**config.mk**
```make
export PLATFORM = sky130hd
export DESIGN_NAME = pfd_lock_detector
export DESIGN_NICKNAME = d
export VERILOG_FILES = /design/src/rtl/pfd_lock_pkg.sv /design/src/rtl/pfd_edge_tap.sv /design/src/rtl/pfd_flag_core.sv /design/src/rtl/pfd_lock_qual.sv /design/src/rtl/pfd_lock_detector.sv
export SDC_FILE = /design/constraint.sdc
export NUM_CORES = 1
export LEC_CHECK = 0
export ABC_AREA = 1
export BUFFER_PORTS_ARGS = -buffer_cell sky130_fd_sc_hd__buf_2
export CELL_PAD_IN_SITES_DETAIL_PLACEMENT = 1
export CELL_PAD_IN_SITES_GLOBAL_PLACEMENT = 1
export CORE_AREA = 2 2 44 86
export CTS_BUF_LIST = sky130_fd_sc_hd__clkbuf_4 sky130_fd_sc_hd__clkbuf_8
export DETAILED_ROUTE_END_ITERATION = 8
export DIE_AREA = 0 0 46 88
export PLACE_DENSITY_LB_ADDON = 0.15
export SLEW_MARGIN = 10
export SYNTH_ARGS = -nofsm -noshare
export SYNTH_HDL_FRONTEND = slang
export SYNTH_SLANG_ARGS = --single-unit
```
**constraint.sdc**
```tcl
create_clock -name clk -period 2.5 [get_ports clk]
set_input_delay 0.25 -clock clk [delete_from_list [all_inputs] [get_ports clk]]
set_output_delay 0.25 -clock clk [all_outputs]
set_load 0.01 [all_outputs]
```
**src/rtl/pfd_lock_pkg.sv**
```systemverilog
`timescale 1ns/1ps
package pfd_lock_pkg;
   // Pending-edge flags of the detector core.
   typedef struct packed {
      logic up;   // reference edge seen, waiting for feedback
      logic dn;   // feedback edge seen, waiting for reference
   } pfd_flags_t;

   function automatic int unsigned cnt_bits(input int unsigned max_val);
      return (max_val < 2) ? 1 : $clog2(max_val + 1);
   endfunction
endpackage

```
**src/rtl/pfd_edge_tap.sv**
```systemverilog
`timescale 1ns/1ps
module pfd_edge_tap #(
   parameter int unsigned SYNC_STAGES = 0
) (
   input  logic clk,
   input  logic rst_n,
   input  logic sig,
   output logic rise
);
   logic s;
   logic prev;

   generate
      if (SYNC_STAGES == 0) begin : g_direct
         assign s = sig;
      end else begin : g_sync
         logic [SYNC_STAGES-1:0] chain;
         always_ff @(posedge clk or negedge rst_n) begin
            if (!rst_n) begin
               chain <= '0;
            end else begin
               chain[0] <= sig;
               for (int i = 1; i < int'(SYNC_STAGES); i++) chain[i] <= chain[i-1];
            end
         end
         assign s = chain[SYNC_STAGES-1];
      end
   endgenerate

   always_ff @(posedge clk or negedge rst_n) begin
      if (!rst_n) prev <= 1'b0;
      else        prev <= s;
   end

   assign rise = s & ~prev;
endmodule

```
**src/rtl/pfd_flag_core.sv**
```systemverilog
`timescale 1ns/1ps
module pfd_flag_core
   import pfd_lock_pkg::*;
(
   input  logic       clk,
   input  logic       rst_n,
   input  logic       ref_rise,
   input  logic       fb_rise,
   output pfd_flags_t flags
);
   logic both;
   assign both = flags.up & flags.dn;

   always_ff @(posedge clk or negedge rst_n) begin
      if (!rst_n) begin
         flags <= '0;
      end else if (both) begin
         flags <= '0;                      // coincident reset, one clock wide
      end else begin
         if (ref_rise) flags.up <= 1'b1;
         if (fb_rise)  flags.dn <= 1'b1;
      end
   end

   p_up_set_r1: assert property (@(posedge clk) disable iff (!rst_n)
      (ref_rise && !both) |=> flags.up);
   p_dn_set_r2: assert property (@(posedge clk) disable iff (!rst_n)
      (fb_rise && !both) |=> flags.dn);
   p_joint_clear_r4: assert property (@(posedge clk) disable iff (!rst_n)
      (flags.up && flags.dn) |=> (!flags.up && !flags.dn));
   p_no_spurious_up_r6: assert property (@(posedge clk) disable iff (!rst_n)
      (!ref_rise && !flags.up) |=> !flags.up);
endmodule

```
**src/rtl/pfd_lock_qual.sv**
```systemverilog
`timescale 1ns/1ps
module pfd_lock_qual
   import pfd_lock_pkg::*;
#(
   parameter int unsigned LOCK_PERIODS = 16,
   parameter int unsigned CW           = 8
) (
   input  logic          clk,
   input  logic          rst_n,
   input  logic          en,
   input  logic          tick,
   input  logic          act,
   input  logic [CW-1:0] limit,
   output logic          locked
);
   localparam int unsigned GW = cnt_bits(LOCK_PERIODS);
   localparam logic [GW-1:0] LAST = GW'(LOCK_PERIODS - 1);

   logic [CW-1:0] act_cnt;
   logic [CW-1:0] width_now;
   logic [GW-1:0] good_cnt;
   logic          bad;

   assign width_now = (act && (act_cnt != '1)) ? act_cnt + CW'(1) : act_cnt;
   assign bad       = width_now > limit;

   always_ff @(posedge clk or negedge rst_n) begin
      if (!rst_n) begin
         act_cnt  <= '0;
         good_cnt <= '0;
         locked   <= 1'b0;
      end else if (!en) begin
         act_cnt  <= '0;
         good_cnt <= '0;
         locked   <= 1'b0;
      end else if (tick) begin
         act_cnt <= '0;
         if (bad) begin
            good_cnt <= '0;
            locked   <= 1'b0;
         end else begin
            if (good_cnt != GW'(LOCK_PERIODS)) good_cnt <= good_cnt + GW'(1);
            if (good_cnt >= LAST) locked <= 1'b1;
         end
      end else begin
         act_cnt <= width_now;
      end
   end

   p_drop_on_wide_r8: assert property (@(posedge clk) disable iff (!rst_n)
      (en && tick && bad) |=> !locked);
   p_disable_clears_r9: assert property (@(posedge clk) disable iff (!rst_n)
      !en |=> (!locked && good_cnt == '0));
   p_lock_after_run_r7: assert property (@(posedge clk) disable iff (!rst_n)
      $rose(locked) |-> ($past(good_cnt) >= LAST));
endmodule

```
**src/rtl/pfd_lock_detector.sv**
```systemverilog
`timescale 1ns/1ps
module pfd_lock_detector
   import pfd_lock_pkg::*;
#(
   parameter int unsigned SYNC_STAGES  = 0,
   parameter int unsigned LOCK_PERIODS = 16,
   parameter int unsigned WIDTH_BITS   = 8
) (
   input  logic                  clk,
   input  logic                  rst_n,
   input  logic                  fb_in,
   input  logic                  ref_in,
   input  logic                  out_en,
   input  logic [WIDTH_BITS-1:0] width_limit,
   output logic                  up_n,
   output logic                  dn_n,
   output logic                  activity,
   output logic                  locked
);
   generate
      if (LOCK_PERIODS < 2) begin : g_bad_periods
         $error("LOCK_PERIODS must be at least 2");
      end
      if (WIDTH_BITS < 2 || WIDTH_BITS > 16) begin : g_bad_width
         $error("WIDTH_BITS must be 2..16");
      end
      if (SYNC_STAGES > 4) begin : g_bad_sync
         $error("SYNC_STAGES must be 0..4");
      end
   endgenerate

   logic       ref_rise;
   logic       fb_rise;
   pfd_flags_t flags;

   pfd_edge_tap #(.SYNC_STAGES(SYNC_STAGES)) u_ref_tap (
      .clk(clk), .rst_n(rst_n), .sig(ref_in), .rise(ref_rise));
   pfd_edge_tap #(.SYNC_STAGES(SYNC_STAGES)) u_fb_tap (
      .clk(clk), .rst_n(rst_n), .sig(fb_in), .rise(fb_rise));

   pfd_flag_core u_core (
      .clk(clk), .rst_n(rst_n), .ref_rise(ref_rise), .fb_rise(fb_rise), .flags(flags));

   assign up_n     = ~(flags.up & out_en);
   assign dn_n     = ~(flags.dn & out_en);
   assign activity = ~(up_n & dn_n);

   pfd_lock_qual #(.LOCK_PERIODS(LOCK_PERIODS), .CW(WIDTH_BITS)) u_qual (
      .clk(clk), .rst_n(rst_n), .en(out_en), .tick(ref_rise),
      .act(activity), .limit(width_limit), .locked(locked));

   p_pair_released_r4: assert property (@(posedge clk) disable iff (!rst_n)
      (!up_n && !dn_n) |=> (up_n && dn_n));
   p_activity_nand_r5: assert property (@(posedge clk) disable iff (!rst_n)
      activity == !(up_n && dn_n));
endmodule

```
After elaboration in Yosys (flattened, before gate mapping)
Cells that the tools add are included.

ROM bits: 0. Bits in registers: 18. Logic and storage cells: 46. Bits in writable memories: 0. Bits in latches: 0. Memories: 0.

Multipliers: 0. Multiplexer cells: 14. Bitwise logic cells: 11. Reduce and logical (&&, ||, !) cells: 5. Order comparisons: 2. Eq/ne operators: 5. Shift-type cells: 0. $add $sub $neg: 2. Div/mod/pow operators: 0.

Operators with widths (number): 8-bit 2-to-1 mux (3); 5-bit 2-to-1 mux (4); 8-bit by 1-bit adder with 8-bit output (second input constant) (1); 8-bit greater-than comparator (1); 8-bit inequality test (second input constant) (1); 1-bit AND (6); 1-bit 2-to-1 mux (6); 3-bit by 1-bit inequality test with 1-bit output (second input constant) (2); 5-bit by 1-bit adder with 5-bit output (second input constant) (1); 5-bit by 4-bit >= comparator with 1-bit output (second input constant) (1); 5-bit inequality test (second input constant) (1); 1-bit NOT (5); 2-bit AND reduction (2); 2-bit nonzero test (2); 2-bit 2-to-1 mux (1); 2-bit by 1-bit inequality test with 1-bit output (second input constant) (1); 1-bit logical AND (1).

Longest topological paths before layout
Depth after elaboration: 10. Mapped depth: 23.

Cells and area by module
Synthesis repeated with hierarchy kept, for this count alone.

Cells, all modules: 160. Area total of the unflattened synthesis: 1217.4 um^2.

Modules (own cells, without submodules): pfd_lock_qual (sequential area each 350.3 um^2, times used 1, area an instance 1063.5 um^2, cells an instance 143); pfd_flag_core (sequential area each 50.0 um^2, times used 1, area an instance 72.6 um^2, cells an instance 8); pfd_edge_tap (sequential area each 25.0 um^2, times used 2, area an instance 35.0 um^2, cells an instance 3); pfd_lock_detector (sequential area each 0.0 um^2, times used 1, area an instance 11.3 um^2, cells an instance 3).

Worst setup path after synthesis
OpenSTA, ideal clock, no wires.

Kind: flip-flop to flip-flop. Start: register u_qual.act_cnt[0]. End: register u_qual.good_cnt[0]. Setup time: 0.065 ns. Arrival time: 2.270 ns. Path buffers: 1. Required time: 2.435 ns. Cell stages (with the launch flop): 19. Path slack: 0.165 ns. Cells stage by stage: dfrtp_1 > ha_1 > nand2_2 > nor2_4 > nand3_2 > nand2_2 > inv_2 > buf_6 > o21ai_2 > inv_1 > ha_1 > nand2_1 > nor2_1 > nand2_1 > nand2_1 > nand2_1 > a21oi_1 > nand2_1 > nand2_1.

Longest elaborated chain between the ends: 7. Elaborated cells on any way between the ends: 10. Classes of those cells: 1 x add/sub; 1 x order compare; 2 x eq/ne; 4 x mux; 2 x reduce/logical.

Ends and longest elaborated chain: from (decl) (line pfd_lock_qual.sv:19) `logic [CW-1:0] act_cnt;`; from (signal assigned) (line pfd_lock_qual.sv:46) `act_cnt <= width_now;`; parallel branches: the longest is 2 deep, another holds 8-bit by 1-bit adder with 8-bit output; 8-bit 2-to-1 mux * (line pfd_lock_qual.sv:24) `assign width_now = (act && (act_cnt != '1)) ? act_cnt + CW'(1) : act_cnt;`; 8-bit greater-than comparator * (line pfd_lock_qual.sv:25) `assign bad = width_now > limit;`; 5-bit 2-to-1 mux (line pfd_lock_qual.sv:38) `if (bad) begin`; 5-bit 2-to-1 mux (line pfd_lock_qual.sv:36) `end else if (tick) begin`; 5-bit 2-to-1 mux (line pfd_lock_qual.sv:32) `end else if (!en) begin`; to (signal assigned) (line pfd_lock_qual.sv:42) `if (good_cnt != GW'(LOCK_PERIODS)) good_cnt <= good_cnt + GW'(1);`; to (decl) (line pfd_lock_qual.sv:21) `logic [GW-1:0] good_cnt;`.

Every way passes the cells marked *. The select of a mux whose other input is x is not followed. A chain may end at the register's enable or synchronous reset.

Final worst setup path
Start: register u_qual.act_cnt[4]. End: register u_qual.good_cnt[4].

The elaborated chain is that of the path after synthesis.

==> impl_metrics.prom <==
# TYPE chip_impl_metric gauge
chip_impl_info{name="worstHoldStart",value="fb_in"} 1
chip_impl_metric{name="postLayoutSetupSlackWorst",unit="ns"} -0.0410
chip_impl_info{name="timing.critical_path.max_delay_family",value="simple AND/OR/NAND/NOR gates"} 1
chip_impl_metric{name="floorplan.die.width",unit="µm"} 46
chip_impl_info{name="run_status",value="complete, but fails checks"} 1
chip_impl_info{name="post-synth-top-area-cell",value="sky130_fd_sc_hd__dfrtp_1"} 1
chip_impl_metric{name="timing_worst_slew_pin_value",unit="ns"} 0.508
chip_impl_metric{name="share_clk_of_total_power",unit=""} 0.164
chip_impl_metric{name="timing.critical_path.buf_inv",unit=""} 3
chip_impl_metric{name="critical_path_required",unit="ns"} 2.65
chip_impl_metric{name="initial_utilization",unit=""} 0.375
chip_impl_metric{name="power-per-cell-area",unit="nW/µm²"} 820
chip_impl_metric{name="tns",unit="ns"} -0.161
chip_impl_info{name="ys_top_cells_by_area",value="sky130_fd_sc_hd__dfrtp_1 (36%), sky130_fd_sc_hd__nand2_1 (15%), sky130_fd_sc_hd__ha_1 (12%), sky130_fd_sc_hd__inv_1 (9.2%), sky130_fd_sc_hd__nor2_1 (5.9%)"} 1
chip_impl_info{name="timing.setup.critical_path_class",value="reg -> reg"} 1
chip_impl_metric{name="vias_per_cell",unit=""} 5.04
chip_impl_metric{name="cts_max_level",unit=""} 1
chip_impl_metric{name="ys_ff_latch",unit=""} 18
chip_impl_info{name="crit_path_cell_trace",value="nand2_1, inv_2, nand2_4, nor2_4, nand3_2, nand2_4, clkinv_8, or2_0, nand2_1, inv_2, ha_4, nand2_1, a21oi_2, nor2_2, nand2_1, nand2_4, nand2_2, nand2_4, nand2_2, nand2_1"} 1
chip_impl_metric{name="number_of_optimization_iterations_in_the_first_detailed_route_pass",unit=""} 4
chip_impl_metric{name="static-leakage-power",unit="nW"} 0.997
chip_impl_metric{name="avgRoutedWirePerCell",unit="µm"} 14.5
chip_impl_info{name="crit-reg2reg-launch",value="u_qual.act_cnt[4]$_DFF_PN0_"} 1
chip_impl_metric{name="min_delay_path_depth",unit=""} 1
chip_impl_metric{name="drive_gt1_frac",unit=""} 0.398
chip_impl_metric{name="yosysTopAreaCellShare",unit=""} 0.356
chip_impl_metric{name="post-place-cells",unit=""} 234
chip_impl_metric{name="power_frac_seq",unit=""} 0.279
chip_impl_metric{name="yosys_warnings",unit=""} 0
chip_impl_metric{name="internal_power",unit="W"} 0.000861
chip_impl_metric{name="insertion_delay",unit="ns"} 0.26
chip_impl_metric{name="clock_sink_count",unit=""} 18
chip_impl_metric{name="grt_start_max_net_pins",unit=""} 19
chip_impl_metric{name="switching_power",unit="W"} 0.000614
chip_impl_metric{name="netlist_area",unit="µm²"} 1270
chip_impl_metric{name="detail_route.wirelength",unit="mm"} 3.60
chip_impl_metric{name="floorplan.die.height",unit="µm"} 88
chip_impl_metric{name="route.antenna.remaining_nets",unit=""} 0
chip_impl_metric{name="clock_tree.buffer_depth",unit=""} 2
chip_impl_metric{name="max_freq",unit="MHz"} 394
chip_impl_metric{name="setup_viol",unit=""} 6
chip_impl_metric{name="wire_length_of_the_first_global_routing_pass",unit="mm"} 5.43
chip_impl_metric{name="nNetsFinal",unit=""} 242
chip_impl_metric{name="synthDistinctLibCells",unit=""} 25
chip_impl_metric{name="design.die.area",unit="µm²"} 4050
chip_impl_info{name="startpoint_type",value="register"} 1
chip_impl_metric{name="grt_util_all_layers",unit=""} 0.188
chip_impl_metric{name="detailroute.via_count",unit=""} 1249
chip_impl_metric{name="num_antenna_cells",unit=""} 0
chip_impl_metric{name="crit_path_max_fanout",unit=""} 7
chip_impl_metric{name="syn_nets",unit=""} 198
chip_impl_metric{name="design_power_total",unit="W"} 0.00148
chip_impl_metric{name="post_dp_hpwl",unit="mm"} 2.75
chip_impl_info{name="mostFrequentLayoutCells",value="sky130_fd_sc_hd__nand2_1 (40), sky130_fd_sc_hd__inv_1 (28), sky130_fd_sc_hd__buf_4 (23)"} 1
chip_impl_metric{name="reg2reg_slack",unit="ns"} -0.04
chip_impl_metric{name="period_needed",unit="ns"} 2.54
chip_impl_metric{name="fill_cells",unit=""} 420
chip_impl_metric{name="path_clk_slew",unit="ns"} 0.07
chip_impl_metric{name="min_period_over_period",unit=""} 1.02
chip_impl_metric{name="synthesis.area_per_instance",unit="µm²"} 7.32
chip_impl_info{name="critPathSlowestCell",value="sky130_fd_sc_hd__dfrtp_1"} 1
chip_impl_metric{name="finalWeightedCongestion",unit=""} 0.911
chip_impl_metric{name="placeableCoreArea",unit="µm²"} 3380
chip_impl_info{name="cts-root-buf",value="sky130_fd_sc_hd__clkbuf_8"} 1
chip_impl_info{name="setup_repair_after_global_routing_missed_its_margin",value="yes"} 1
chip_impl_info{name="end_kind",value="register"} 1
chip_impl_metric{name="critPathArrivalTime",unit="ns"} 2.69
chip_impl_metric{name="numPortBuffers",unit=""} 16
chip_impl_metric{name="max_stage_delay",unit="ns"} 0.39
chip_impl_info{name="cts_tree",value="yes"} 1
chip_impl_metric{name="number_of_global_route_vias_before_repair",unit=""} 1288
chip_impl_metric{name="overflow",unit=""} 0
chip_impl_info{name="worst_hold_path.endpoint",value="u_fb_tap.prev$_DFF_PN0_"} 1
chip_impl_metric{name="placement_setup_slack",unit="ns"} -0.116
chip_impl_metric{name="drc",unit=""} 0
chip_impl_metric{name="placement_rows",unit=""} 30
chip_impl_metric{name="final_max_slew_violation_count",unit=""} 0
chip_impl_metric{name="combPwrFrac",unit=""} 0.557
chip_impl_metric{name="synth.yosys.seq_area_share",unit=""} 0.356
chip_impl_metric{name="layout-area-overhead-vs-synth",unit="%"} 42.0
chip_impl_metric{name="drt-initial-drc-count",unit=""} 9
chip_impl_metric{name="drv.max_cap_violation_count",unit=""} 0
chip_impl_metric{name="slew_headroom",unit=""} 0.661
chip_impl_info{name="crit_top_cell",value="sky130_fd_sc_hd__nand2_1"} 1
chip_impl_info{name="rr_endpoint",value="u_qual.good_cnt[4]$_DFFE_PN0P_"} 1
chip_impl_metric{name="timing_hold_violations_final",unit=""} 0
chip_impl_info{name="most_common_library_cell_in_the_layout_ignoring_fill_and_taps",value="sky130_fd_sc_hd__nand2_1"} 1
chip_impl_metric{name="cts_made_buffers",unit=""} 3
chip_impl_metric{name="power_switching_share",unit=""} 0.416
chip_impl_info{name="timing.hold.worst.class",value="in -> reg"} 1
chip_impl_info{name="failing_checks",value="setup timing"} 1
chip_impl_metric{name="worst_clock_skew",unit="ns"} 0.00210
chip_impl_metric{name="hold-worst-slack",unit="ns"} 0.110
chip_impl_metric{name="netlist_instances",unit=""} 173
chip_impl_metric{name="final-instance-count-excl-fill",unit=""} 248
chip_impl_metric{name="antenna_violations_before_repair",unit=""} 0
chip_impl_metric{name="ir_worst_vdd",unit="mV"} 0.444
chip_impl_metric{name="ff2ff_path_depth",unit=""} 20
chip_impl_metric{name="ioPinCount",unit=""} 17
-- per-stage QoR --
step            util  cell area (µm²)
3_3_place_gp   0.439             1480
4_1_cts        0.473             1600
6_report       0.532             1800
5_1_grt        0.532             1800
3_5_place_dp   0.439             1480
2_1_floorplan      -             1270
-- cell families after synthesis --
group / Yosys count / share of synthesized area
XOR/XNOR: 5 / 0.0346
flip-flops: 18 / 0.356
buffers and inverters: 35 / 0.111
AO/OA/AOI/OAI: 13 / 0.0652
adder cells (fa/ha/maj): 12 / 0.119
AND/OR/NAND/NOR: 90 / 0.315
-- power by group through the flow --
stage / combinational, W / clock, W / sequential [W]
final: 0.000821 / 0.000241 / 0.000412
after global routing: 0.000912 / 0.000262 / 0.000421
after floorplan: 0.000365 / 0 / 0.000408
after global placement: 0.000541 / 0 / 0.000411
after detailed placement: 0.000573 / 0 / 0.000412
after CTS: 0.000631 / 0.000250 / 0.000407
-- flip-flops by register name (all words and copies together) (netlist names) --
signal           cells
u_qual.locked        1
u_core.flags         2
u_ref_tap.prev       1
u_qual.act_cnt       8
u_qual.good_cnt      5
u_fb_tap.prev        1
-- layout make-up --
cell class | instances | area [µm²] | share of cell area
clock buffer | 4 | 55.1 | 0.0306
tap | 32 | 40.0 | 0.0223
sequential | 18 | 450 | 0.251
multi-input combinational | 120 | 838 | 0.466
inverter | 33 | 136 | 0.0759
timing repair buffer | 41 | 278 | 0.154
-- per-layer routing --
metal  wire (µm)  GRT usage  up-vias  share of wire
met2        2290      0.378       17           0.63
met4         150     0.0987        0          0.042
met5           0          0        -              0
met3          50     0.0227        9          0.014
met1        1120      0.160      610           0.31
li1            -          -      613              -
-- synth_stat cells, drive strengths merged --
cell type / n
nand3b: 1
ha: 12
xor2: 4
nor2: 23
or2: 1
nor3: 1
a21o: 1
nand3: 4
and3: 1
o21ai: 5
dfrtp: 18
buf: 2
xnor2: 1
a21oi: 7
nand4: 4
nand2: 55
inv: 33
-- repair_timing --
action / CTS / global route
setup endpoints to repair: 6 / 6
hold endpoints to repair: 18 / 0
gates resized for setup: 11 / 34
hold buffers: 1 / 0
pin swaps: 6 / 13
buffers inserted: 1 / 9
-- how the worst max path moves through the flow --
stage | startpoint | to | slack, ns | depth (start not counted)
2_1_floorplan | u_qual.act_cnt[0]$_DFF_PN0_ | u_qual.good_cnt[0]$_DFFE_PN0P_ | 0.16 | 18
3_3_place_gp | u_qual.act_cnt[0]$_DFF_PN0_ | u_qual.good_cnt[2]$_DFFE_PN0P_ | -0.06 | 18
3_5_place_dp | u_qual.act_cnt[1]$_DFF_PN0_ | u_qual.good_cnt[4]$_DFFE_PN0P_ | -0.12 | 19
4_1_cts | u_qual.act_cnt[1]$_DFF_PN0_ | u_qual.good_cnt[2]$_DFFE_PN0P_ | 0.009 | 19
5_1_grt | u_qual.act_cnt[1]$_DFF_PN0_ | u_qual.locked$_DFFE_PN0P_ | -0.21 | 19
6_report | u_qual.act_cnt[4]$_DFF_PN0_ | u_qual.good_cnt[4]$_DFFE_PN0P_ | -0.04 | 20
(Power assumes the default switching activity.)
